--- src/rtl/pbus_pkg.sv ---
package pbus_pkg;

    localparam int CFG_W = 31;

    localparam logic [1:0] WID_8  = 2'b00;
    localparam logic [1:0] WID_16 = 2'b01;
    localparam logic [1:0] WID_18 = 2'b10;
    localparam logic [1:0] WID_9  = 2'b11;

    typedef struct packed {
        logic       alt_pins;
        logic       first_only;
        logic       pace_next;
        logic [1:0] width;
        logic [5:0] setup;
        logic [5:0] hold;
        logic [6:0] strobe;
        logic [6:0] pace;
    } bank_cfg_t;

    typedef enum logic [2:0] {
        PH_IDLE   = 3'd0,
        PH_GAP    = 3'd1,
        PH_SETUP  = 3'd2,
        PH_STROBE = 3'd3,
        PH_HOLD   = 3'd4
    } phase_e;

    function automatic logic [7:0] len6(input logic [5:0] f);
        return (f == 6'd0) ? 8'd64 : {2'b00, f};
    endfunction

    function automatic logic [7:0] len7(input logic [6:0] f);
        return (f == 7'd0) ? 8'd128 : {1'b0, f};
    endfunction

endpackage

--- src/rtl/pbus_bank_mux.sv ---
module pbus_bank_mux
    import pbus_pkg::*;
#(
    parameter int NDEV = 4
) (
    input  logic [NDEV*CFG_W-1:0]     rd_cfg_i,
    input  logic [NDEV*CFG_W-1:0]     wr_cfg_i,
    input  logic [$clog2(NDEV)-1:0]   dev_i,
    input  logic                      write_i,
    output bank_cfg_t                 cfg_o
);
    bank_cfg_t rd_bank [NDEV];
    bank_cfg_t wr_bank [NDEV];

    for (genvar g = 0; g < NDEV; g++) begin : g_unpack
        assign rd_bank[g] = bank_cfg_t'(rd_cfg_i[g*CFG_W +: CFG_W]);
        assign wr_bank[g] = bank_cfg_t'(wr_cfg_i[g*CFG_W +: CFG_W]);
    end

    always_comb begin
        cfg_o = write_i ? wr_bank[dev_i] : rd_bank[dev_i];
    end
endmodule

--- src/rtl/pbus_lane_mask.sv ---
module pbus_lane_mask
    import pbus_pkg::*;
#(
    parameter int DATA_W = 18
) (
    input  logic [1:0]        width_i,
    input  logic [DATA_W-1:0] data_i,
    output logic [DATA_W-1:0] data_o
);
    localparam int L8  = (DATA_W < 8)  ? DATA_W : 8;
    localparam int L9  = (DATA_W < 9)  ? DATA_W : 9;
    localparam int L16 = (DATA_W < 16) ? DATA_W : 16;
    localparam int L18 = (DATA_W < 18) ? DATA_W : 18;

    localparam logic [DATA_W-1:0] ONES = {DATA_W{1'b1}};

    logic [DATA_W-1:0] lanes;

    always_comb begin
        unique case (width_i)
            WID_8:   lanes = ONES >> (DATA_W - L8);
            WID_16:  lanes = ONES >> (DATA_W - L16);
            WID_18:  lanes = ONES >> (DATA_W - L18);
            default: lanes = ONES >> (DATA_W - L9);
        endcase
        data_o = data_i & lanes;
    end
endmodule

--- src/rtl/pbus_gap_tracker.sv ---
module pbus_gap_tracker (
    input  logic       clk_i,
    input  logic       rst_ni,
    input  logic       hold_end_i,
    input  logic       bus_idle_i,
    input  logic [7:0] pace_cur_i,
    input  logic       pace_next_cur_i,
    output logic       gap_met_o
);
    localparam logic [7:0] SAT = 8'hFF;

    typedef struct packed {
        logic [7:0] since;
        logic [7:0] owed;
        logic       owed_all;
    } gap_state_t;

    gap_state_t g_d, g_q;
    logic [7:0] need;

    always_comb begin
        g_d = g_q;
        if (hold_end_i) begin
            g_d.since    = 8'd1;
            g_d.owed     = pace_cur_i;
            g_d.owed_all = pace_next_cur_i;
        end else if (bus_idle_i && g_q.since != SAT) begin
            g_d.since = g_q.since + 8'd1;
        end
        need      = g_q.owed_all ? g_q.owed : pace_cur_i;
        gap_met_o = (g_q.since >= need);
    end

    always_ff @(posedge clk_i or negedge rst_ni) begin
        if (!rst_ni) begin
            g_q.since    <= SAT;
            g_q.owed     <= 8'd0;
            g_q.owed_all <= 1'b0;
        end else begin
            g_q <= g_d;
        end
    end
endmodule

--- src/rtl/pbus_strobe_engine.sv ---
module pbus_strobe_engine
    import pbus_pkg::*;
#(
    parameter int NDEV   = 4,
    parameter int ADDR_W = 6,
    parameter int DATA_W = 18,
    parameter int LEN_W  = 8
) (
    input  logic                        clk_i,
    input  logic                        rst_ni,
    input  logic                        start_i,
    input  logic                        xfer_write_i,
    input  logic [$clog2(NDEV)-1:0]     xfer_dev_i,
    input  logic [ADDR_W-1:0]           xfer_addr_i,
    input  logic [LEN_W-1:0]            xfer_len_i,
    input  logic [NDEV*CFG_W-1:0]       rd_cfg_i,
    input  logic [NDEV*CFG_W-1:0]       wr_cfg_i,
    input  logic [DATA_W-1:0]           tx_data_i,
    input  logic                        tx_valid_i,
    output logic                        tx_ready_o,
    output logic [DATA_W-1:0]           rx_data_o,
    output logic                        rx_valid_o,
    input  logic [DATA_W-1:0]           bus_din_i,
    output logic [DATA_W-1:0]           bus_dout_o,
    output logic                        bus_doe_o,
    output logic [ADDR_W-1:0]           bus_addr_o,
    output logic                        bus_cs_n_o,
    output logic                        bus_oe_n_o,
    output logic                        bus_we_n_o,
    output logic                        busy_o,
    output logic                        done_o
);
    localparam int DEV_W = $clog2(NDEV);

    typedef struct packed {
        phase_e             phase;
        logic [7:0]         cnt;
        logic [LEN_W-1:0]   remain;
        logic [DEV_W-1:0]   dev;
        logic [ADDR_W-1:0]  addr;
        logic               wr;
        logic               last_vld;
        logic [DEV_W-1:0]   last_dev;
        logic [ADDR_W-1:0]  last_addr;
        logic [DATA_W-1:0]  wdata;
        logic [DATA_W-1:0]  rdata;
        logic               rvalid;
        logic               done;
    } eng_state_t;

    eng_state_t s_d, s_q;

    bank_cfg_t         cfg;
    logic [DATA_W-1:0] tx_masked;
    logic [DATA_W-1:0] rx_masked;
    logic              gap_met;
    logic              hold_end;
    logic              on_bus;
    logic              strobing;
    logic              skip_setup;
    logic              pop;

    pbus_bank_mux #(.NDEV(NDEV)) u_bank (
        .rd_cfg_i (rd_cfg_i),
        .wr_cfg_i (wr_cfg_i),
        .dev_i    (s_q.dev),
        .write_i  (s_q.wr),
        .cfg_o    (cfg)
    );

    pbus_lane_mask #(.DATA_W(DATA_W)) u_tx_mask (
        .width_i (cfg.width),
        .data_i  (tx_data_i),
        .data_o  (tx_masked)
    );

    pbus_lane_mask #(.DATA_W(DATA_W)) u_rx_mask (
        .width_i (cfg.width),
        .data_i  (bus_din_i),
        .data_o  (rx_masked)
    );

    pbus_gap_tracker u_gap (
        .clk_i           (clk_i),
        .rst_ni          (rst_ni),
        .hold_end_i      (hold_end),
        .bus_idle_i      (!on_bus),
        .pace_cur_i      (len7(cfg.pace)),
        .pace_next_cur_i (cfg.pace_next),
        .gap_met_o       (gap_met)
    );

    always_comb begin
        s_d        = s_q;
        s_d.rvalid = 1'b0;
        s_d.done   = 1'b0;
        hold_end   = 1'b0;
        pop        = 1'b0;
        skip_setup = cfg.first_only && s_q.last_vld &&
                     (s_q.last_dev == s_q.dev) && (s_q.last_addr == s_q.addr);

        unique case (s_q.phase)
            PH_IDLE: begin
                if (start_i && (xfer_len_i != '0)) begin
                    s_d.phase  = PH_GAP;
                    s_d.dev    = xfer_dev_i;
                    s_d.addr   = xfer_addr_i;
                    s_d.wr     = xfer_write_i;
                    s_d.remain = xfer_len_i;
                end
            end
            PH_GAP: begin
                if (gap_met && (!s_q.wr || tx_valid_i)) begin
                    pop           = s_q.wr;
                    s_d.wdata     = s_q.wr ? tx_masked : s_q.wdata;
                    s_d.last_vld  = 1'b1;
                    s_d.last_dev  = s_q.dev;
                    s_d.last_addr = s_q.addr;
                    if (skip_setup) begin
                        s_d.phase = PH_STROBE;
                        s_d.cnt   = len7(cfg.strobe);
                    end else begin
                        s_d.phase = PH_SETUP;
                        s_d.cnt   = len6(cfg.setup);
                    end
                end
            end
            PH_SETUP: begin
                if (s_q.cnt == 8'd1) begin
                    s_d.phase = PH_STROBE;
                    s_d.cnt   = len7(cfg.strobe);
                end else begin
                    s_d.cnt = s_q.cnt - 8'd1;
                end
            end
            PH_STROBE: begin
                if (s_q.cnt == 8'd1) begin
                    s_d.phase = PH_HOLD;
                    s_d.cnt   = len6(cfg.hold);
                    if (!s_q.wr) begin
                        s_d.rdata  = rx_masked;
                        s_d.rvalid = 1'b1;
                    end
                end else begin
                    s_d.cnt = s_q.cnt - 8'd1;
                end
            end
            PH_HOLD: begin
                if (s_q.cnt == 8'd1) begin
                    hold_end   = 1'b1;
                    s_d.remain = s_q.remain - 1'b1;
                    if (s_q.remain == {{(LEN_W-1){1'b0}}, 1'b1}) begin
                        s_d.phase = PH_IDLE;
                        s_d.done  = 1'b1;
                    end else begin
                        s_d.phase = PH_GAP;
                    end
                end else begin
                    s_d.cnt = s_q.cnt - 8'd1;
                end
            end
            default: s_d.phase = PH_IDLE;
        endcase
    end

    always_ff @(posedge clk_i or negedge rst_ni) begin
        if (!rst_ni) begin
            s_q <= '0;
        end else begin
            s_q <= s_d;
        end
    end

    always_comb begin
        on_bus   = (s_q.phase == PH_SETUP) || (s_q.phase == PH_STROBE) ||
                   (s_q.phase == PH_HOLD);
        strobing = (s_q.phase == PH_STROBE);

        bus_cs_n_o = !on_bus;
        bus_addr_o = s_q.addr;
        bus_doe_o  = on_bus && s_q.wr;
        bus_dout_o = s_q.wdata;
        if (cfg.alt_pins) begin
            bus_oe_n_o = !strobing;
            bus_we_n_o = !(on_bus && s_q.wr);
        end else begin
            bus_oe_n_o = !(strobing && !s_q.wr);
            bus_we_n_o = !(strobing && s_q.wr);
        end

        tx_ready_o = pop;
        rx_data_o  = s_q.rdata;
        rx_valid_o = s_q.rvalid;
        busy_o     = (s_q.phase != PH_IDLE);
        done_o     = s_q.done;
    end
endmodule

--- config.mk ---
export PLATFORM = sky130hd
export DESIGN_NAME = pbus_strobe_engine
export DESIGN_NICKNAME = d
export VERILOG_FILES = /design/src/rtl/pbus_pkg.sv /design/src/rtl/pbus_bank_mux.sv /design/src/rtl/pbus_lane_mask.sv /design/src/rtl/pbus_gap_tracker.sv /design/src/rtl/pbus_strobe_engine.sv
export SDC_FILE = /design/constraint.sdc
export NUM_CORES = 1
export LEC_CHECK = 0
export BUFFER_PORTS_ARGS = -buffer_cell sky130_fd_sc_hd__buf_4
export CORE_AREA = 2 2 137 139
export CTS_CLUSTER_SIZE = 12
export DETAILED_ROUTE_END_ITERATION = 6
export DIE_AREA = 0 0 139 141
export MAX_ROUTING_LAYER = met4
export PLACE_DENSITY = 0.77
export SKIP_LAST_GASP = 1
export SLEW_MARGIN = 25
export SYNTH_ARGS = -nofsm -noshare
export SYNTH_HDL_FRONTEND = slang
export SYNTH_SLANG_ARGS = --single-unit
--- constraint.sdc ---
create_clock -name clk_i -period 6.8 [get_ports clk_i]
set_input_delay 1.36 -clock clk_i [delete_from_list [all_inputs] [get_ports clk_i]]
set_output_delay 1.36 -clock clk_i [all_outputs]
set_load 0.02 [all_outputs]
==> out/summary.txt, run 1 <==
Period minus WS final: 5.81 ns
WS Path Type: primary input to output pin
Clk network pwr share: 0.403
Tot GR Track Use: 0.246
post_cts resized: 0
Skew-Pair Late Insertion Delay: 0.35 ns
WL/cell: 19.3 um
CTS tree: done
Die Area: 19600 sq um
Async S/R FF share, synth: 1.00
worst-path fanout max: 3
RSZ-0062 raised after global routing: no
Area growth syn-to-layout: 38.2%
Die H: 141 um
cts bufs inserted: 9
# DRC: 0
r2r setup slk: 1.97 ns
pwr dens: 129 nW/um^2
GPL Wtd Cong: 0.892
worst min-delay path category: flip-flop to flip-flop
Antenna Nets Post-Route: 0
library cells used by synthesis: 64
1st-pass router iterations: 4
most instantiated library cell after synthesis: nand2_1
combinational share of power: 0.168
xor/xnor share of the synthesized area: 0.0208
relative slew slack: 0.370
Synth Area in Adders: 0.0262
Post-synth top cells: nand2_1 (131), dfrtp_1 (84), mux4_2 (52)
Mean Syn Cell Area: 9.98 sq um
GRT overflow: 0
static leakage: 4.60 nW
# IOs: 355
cell-internal power: 0.000979 W
CTS Root Cell: clkbuf_16
Synth warnings: 0
Sequential Power Share: 0.429
Setup crit end kind: output pin
largest net degree at the start of global routing: 72
max_cap viols: 0
Synth Area in Compound Gates: 0.0986
sw power: 0.000295 W
Synth top area share: 0.294
total number of vias: 6655
Clock Tree Buf Depth: 2
fmax: 172 MHz
Arr. time, crit path: 4.45 ns
vias in the first global route: 6764
post-synth top area cell: dfrtp_1
initial DRC count: 408
outcome: finished clean
worst slew pin tran: 0.946 ns
Post-Syn Instances: 717
TNS Setup: 0 ns
port bufs: 350
post-synthesis mux area share: 0.275
#FFs+latches synth: 92
die width: 139 um
max-slew violation count: 0
core area: 18300 sq um
Post-synth EDFFs: 0
Post-Route WL: 23900 um
Final HPWL DP: 19400 um
Fin. Hold Viols: 0
Final #Nets: 1321
Layout Utilization: 0.542
Switching Fraction: 0.231
layout cells sized above 1: 0.476
Setup WS pre-CTS: 0.988 ns
Critical Path Source Type: primary input
Setup Skew: 0.0136 ns
via-per-instance ratio: 5.36
sequential share of the synthesized area: 0.323
ranking of synthesized cells by area: dfrtp_1 (29%), mux4_2 (16%), nand2_1 (6.9%)
final worst slack: 0.995 ns
Worst IR Drop VDD: 0.0000992 V
htree depth: 3
CTS hold repair buffers: 0
WP data required: 5.44 ns
Reg clk slew, reported paths: 0.07 ns
Placement Rows: 50
Mapped Area: 7160 sq um
Starting Density: 0.392
Final period util: 0.854
clock sink count: 92
Setup-failing EPs final: 0
Mapped Nets: 1037
initial antenna violation count: 1
largest family of logic cells by synthesized area: multiplexers
first-pass GRT wire length: 36300 um
Simple-Gate Fraction of Synth Area: 0.166
ys flop type: dfrtp_1
setup bufs post-CTS: 0
fillers: 1651
worst max-delay path, cell delays in order:
cell	delay, ns
buf_4	0.10
mux4_1	0.56
nand2_1	0.14
nand2_1	0.09
or4_1	0.51
nor3_1	0.26
mux2i_1	0.11
ha_1	0.30
o221ai_1	0.16
or3_1	0.47
nor3_4	0.18
buf_4	0.19
cell type report:
type	count	area (sq um)	area share
Inverter	21	78.8	0.00797
Clock buffer	10	229	0.0231
Multi-Input combinational cell	519	4210	0.426
Tap cell	234	293	0.0296
Timing Repair Buffer	358	2690	0.272
Sequential cell	92	2320	0.235
Clock inverter	6	71.3	0.00721
Antenna cell	1	2.50	0.000253
final timing paths:
| kind | from | end | depth (start not counted) |
|---|---|---|---|
| worst max register to register | s_q[54]$_DFFE_PN0P_ | s_q[40]$_DFFE_PN0P_ | 11 |
| worst max-delay path | rd_cfg_i[34] | tx_ready_o | 12 |
| worst min register to register | rx_data_o[7]$_DFFE_PN0P_ | rx_data_o[7]$_DFFE_PN0P_ | 2 |
| max in group asynchronous | rst_ni | s_q[54]$_DFFE_PN0P_ | 2 |
| worst min-delay path | rx_data_o[7]$_DFFE_PN0P_ | rx_data_o[7]$_DFFE_PN0P_ | 2 |
| min in group asynchronous | rst_ni | rx_data_o[6]$_DFFE_PN0P_ | 1 |
placed cells by master, fill, tap and decap left out, types with 10 or more instances in the layout:
cell type	instances
nor2_1	45
a31oi_1	11
a21oi_1	21
dfrtp_1	82
nor3_1	18
mux2i_1	31
buf_4	358
inv_1	18
mux2_2	34
ha_1	15
mux4_2	52
nand2_1	131
nor4_1	10
o21ai_0	34
sequential cells by signal (all words and copies together) (netlist names):
signal	flops
bus_addr_o	6
bus_dout_o	18
done_o	1
rx_data_o	18
rx_valid_o	1
s_q	31
u_gap.g_q	17
power groups by stage:
stage	sequential, W	combinational (W)	clock (W)
after floorplan	0.000558	0.0000523	0
after global placement	0.000558	0.000211	0
after detailed placement	0.000558	0.000215	0
after CTS	0.000547	0.000216	0.000527
after global routing	0.000547	0.000230	0.000556
final	0.000547	0.000214	0.000513
routing by layer:
layer,global-route usage,part of all wire,vias to the layer above
li1,-,-,3142
met5,-,0,-
met1,0.281,0.39,3238
met3,0.0360,0.039,51
met2,0.436,0.54,224
met4,0.102,0.034,0
through the flow:
stage | cells | total power (W) | hold slack [ns] | area [sq um]
CTS | 1240 | 0.00129 | 0.481 | 9880
detailed placement | 1224 | 0.000773 | 0.463 | 9580
global route | 1241 | 0.00133 | 0.505 | 9890
finish | 1241 | 0.00127 | 0.479 | 9890
global placement | 1224 | 0.000769 | 0.459 | 9580
floorplan | 717 | 0.000610 | 0.440 | 7160
logic make-up after synthesis:
kind of cell,count (synthesis)
multiplexers,121
XOR/XNOR,17
AND/OR/NAND/NOR,256
adder cells (fa/ha/maj),15
buffers and inverters,106
flip-flops,92
AO/OA/AOI/OAI,110
Power figures use the tool's default switching activity.
==> run 2: changes to the inputs <==
- MAX_ROUTING_LAYER: met4 -> not set
==> run 2 against run 1 <==
Clock-buffer cell count rose by 1; wire length down 0.33%; clock power rose by 0.8%; design area is essentially flat; flip-flop and latch count is the same; register-to-register slack worse by 0.03 ns; highest routed layer unchanged.
==> out/summary.txt, run 2 (synthesis results as in run 1) <==
outcome: finished clean
Area growth syn-to-layout: 38.3%
Critical Path Source Type: primary input
max-slew violation count: 0
Final period util: 0.856
Final #Nets: 1321
combinational share of power: 0.168
layout cells sized above 1: 0.476
Post-Route M1 WL: 9240 um
Die Area: 19600 sq um
sw power: 0.000290 W
Sequential Power Share: 0.428
WL met3: 1050 um
static leakage: 4.62 nW
Setup Skew: 0.0106 ns
worst-path fanout max: 3
1st-pass router iterations: 4
cell-internal power: 0.000988 W
core area: 18300 sq um
Worst IR Drop VDD: 0.0000983 V
critical path endpoint: tx_ready_o
RR Endpoint: s_q[40]$_DFFE_PN0P_
met2 wire len: 12800 um
total number of vias: 6750
port bufs: 350
WP data required: 5.44 ns
Fin. Hold Viols: 0
WHS: 0.474 ns
Period minus WS final: 5.82 ns
total power: 0.00128 W
cts bufs inserted: 9
initial antenna violation count: 0
top sig layer: met4
diode count: 0
FF-to-FF Start: s_q[54]$_DFFE_PN0P_
commonest non-fill, non-tap cells in the layout: buf_4 (357), nand2_1 (131), dfrtp_1 (82)
worst slew pin tran: 0.892 ns
Largest Register: s_q
most common cell after layout, fill and taps aside: buf_4
Tot GR Track Use: 0.236
relative slew slack: 0.403
Worst Setup SP: rd_cfg_i[34]
WL/cell: 19.2 um
Setup crit end kind: output pin
fmax: 172 MHz
Reg clk slew, reported paths: 0.06 ns
worst r2r path cells: 11
Switching Fraction: 0.227
Post-Route WL: 23800 um
CTS hold repair buffers: 0
Die H: 141 um
Clk network pwr share: 0.405
post_cts resized: 0
# DRC: 0
TNS Setup: 0 ns
Arr. time, crit path: 4.46 ns
CTS Root Cell: clkbuf_16
pwr dens: 129 nW/um^2
setup bufs post-CTS: 0
largest net degree at the start of global routing: 75
max_cap viols: 0
GRT overflow: 0
CTS tree: done
r2r setup slk: 1.94 ns
Final HPWL DP: 19300 um
worst min-delay path category: flip-flop to flip-flop
clock sink count: 92
vias in the first global route: 6649
max FFs per register: 31
WS Path Type: primary input to output pin
# IOs: 355
Skew-Pair Late Insertion Delay: 0.35 ns
Antenna Nets Post-Route: 0
Placement Rows: 50
fillers: 1694
Clock Tree Buf Depth: 2
htree depth: 3
Starting Density: 0.392
die width: 139 um
via-per-instance ratio: 5.44
initial DRC count: 373
GPL Wtd Cong: 0.904
first-pass GRT wire length: 36000 um
RSZ-0062 raised after global routing: no
Setup-failing EPs final: 0
-- run 2: cell count changes in the layout (fill, tap and decap cells not counted) --
cell / delta
clkinvlp_4: -2
diode_2: -1
clkbuf_8: +1
buf_6: +1
buf_4: -1
inv_6: -1
clkinv_2: +1
clkinv_4: +1
-- run 2: worst min path at each step --
| stage | from | end | slack, ns | cells after the start |
|---|---|---|---|---|
| 6_report | rx_data_o[3]$_DFFE_PN0P_ | rx_data_o[3]$_DFFE_PN0P_ | 0.47 | 2 |
| 5_1_grt | s_q[46]$_DFFE_PN0P_ | s_q[46]$_DFFE_PN0P_ | 0.50 | 1 |
| 4_1_cts | rx_data_o[3]$_DFFE_PN0P_ | rx_data_o[3]$_DFFE_PN0P_ | 0.48 | 2 |
| 3_5_place_dp | s_q[46]$_DFFE_PN0P_ | s_q[46]$_DFFE_PN0P_ | 0.46 | 1 |
| 3_3_place_gp | rx_data_o[4]$_DFFE_PN0P_ | rx_data_o[4]$_DFFE_PN0P_ | 0.46 | 2 |
| 2_1_floorplan | s_q[46]$_DFFE_PN0P_ | s_q[46]$_DFFE_PN0P_ | 0.44 | 1 |
-- run 2: per-layer routing --
metal | GRT usage | vias to the layer above
li1 | - | 3154
met1 | 0.281 | 3312
met2 | 0.431 | 240
met3 | 0.0360 | 44
met4 | 0.0888 | 0
met5 | 0 | -
-- run 2: power by group through the flow --
stage                     clock [W]  sequential (W)  combinational, W
after CTS                  0.000528        0.000547          0.000215
after global placement            0        0.000558          0.000211
after global routing       0.000549        0.000547          0.000230
after detailed placement          0        0.000558          0.000215
final                      0.000517        0.000547          0.000214
after floorplan                   0        0.000558         0.0000523
-- run 2: per-stage QoR --
step	cells	utilization	setup WS, ns	area [sq um]
floorplan	717	-	1.05	7160
global placement	1224	0.525	1.01	9580
detailed placement	1224	0.525	0.945	9580
CTS	1240	0.541	0.940	9890
global route	1240	0.542	0.755	9900
finish	1240	0.542	0.982	9900
-- run 2: layout make-up --
| class | instances | area, sq um | share of cell area |
|---|---|---|---|
| tap | 234 | 293 | 0.0296 |
| multi-input combinational | 519 | 4210 | 0.425 |
| sequential | 92 | 2320 | 0.234 |
| clock buffer | 11 | 243 | 0.0245 |
| timing repair buffer | 358 | 2690 | 0.272 |
| inverter | 21 | 78.8 | 0.00796 |
| clock inverter | 5 | 61.3 | 0.00619 |
-- run 2: worst max-delay path, stage by stage --
cell and delay [ns]:
buf_4 0.10, mux4_1 0.54, nand2_1 0.16, nand2_1 0.10, or4_1 0.52, nor3_1 0.26, mux2i_1 0.12, ha_1 0.30
o221ai_1 0.15, or3_1 0.47, nor3_4 0.18, buf_4 0.19
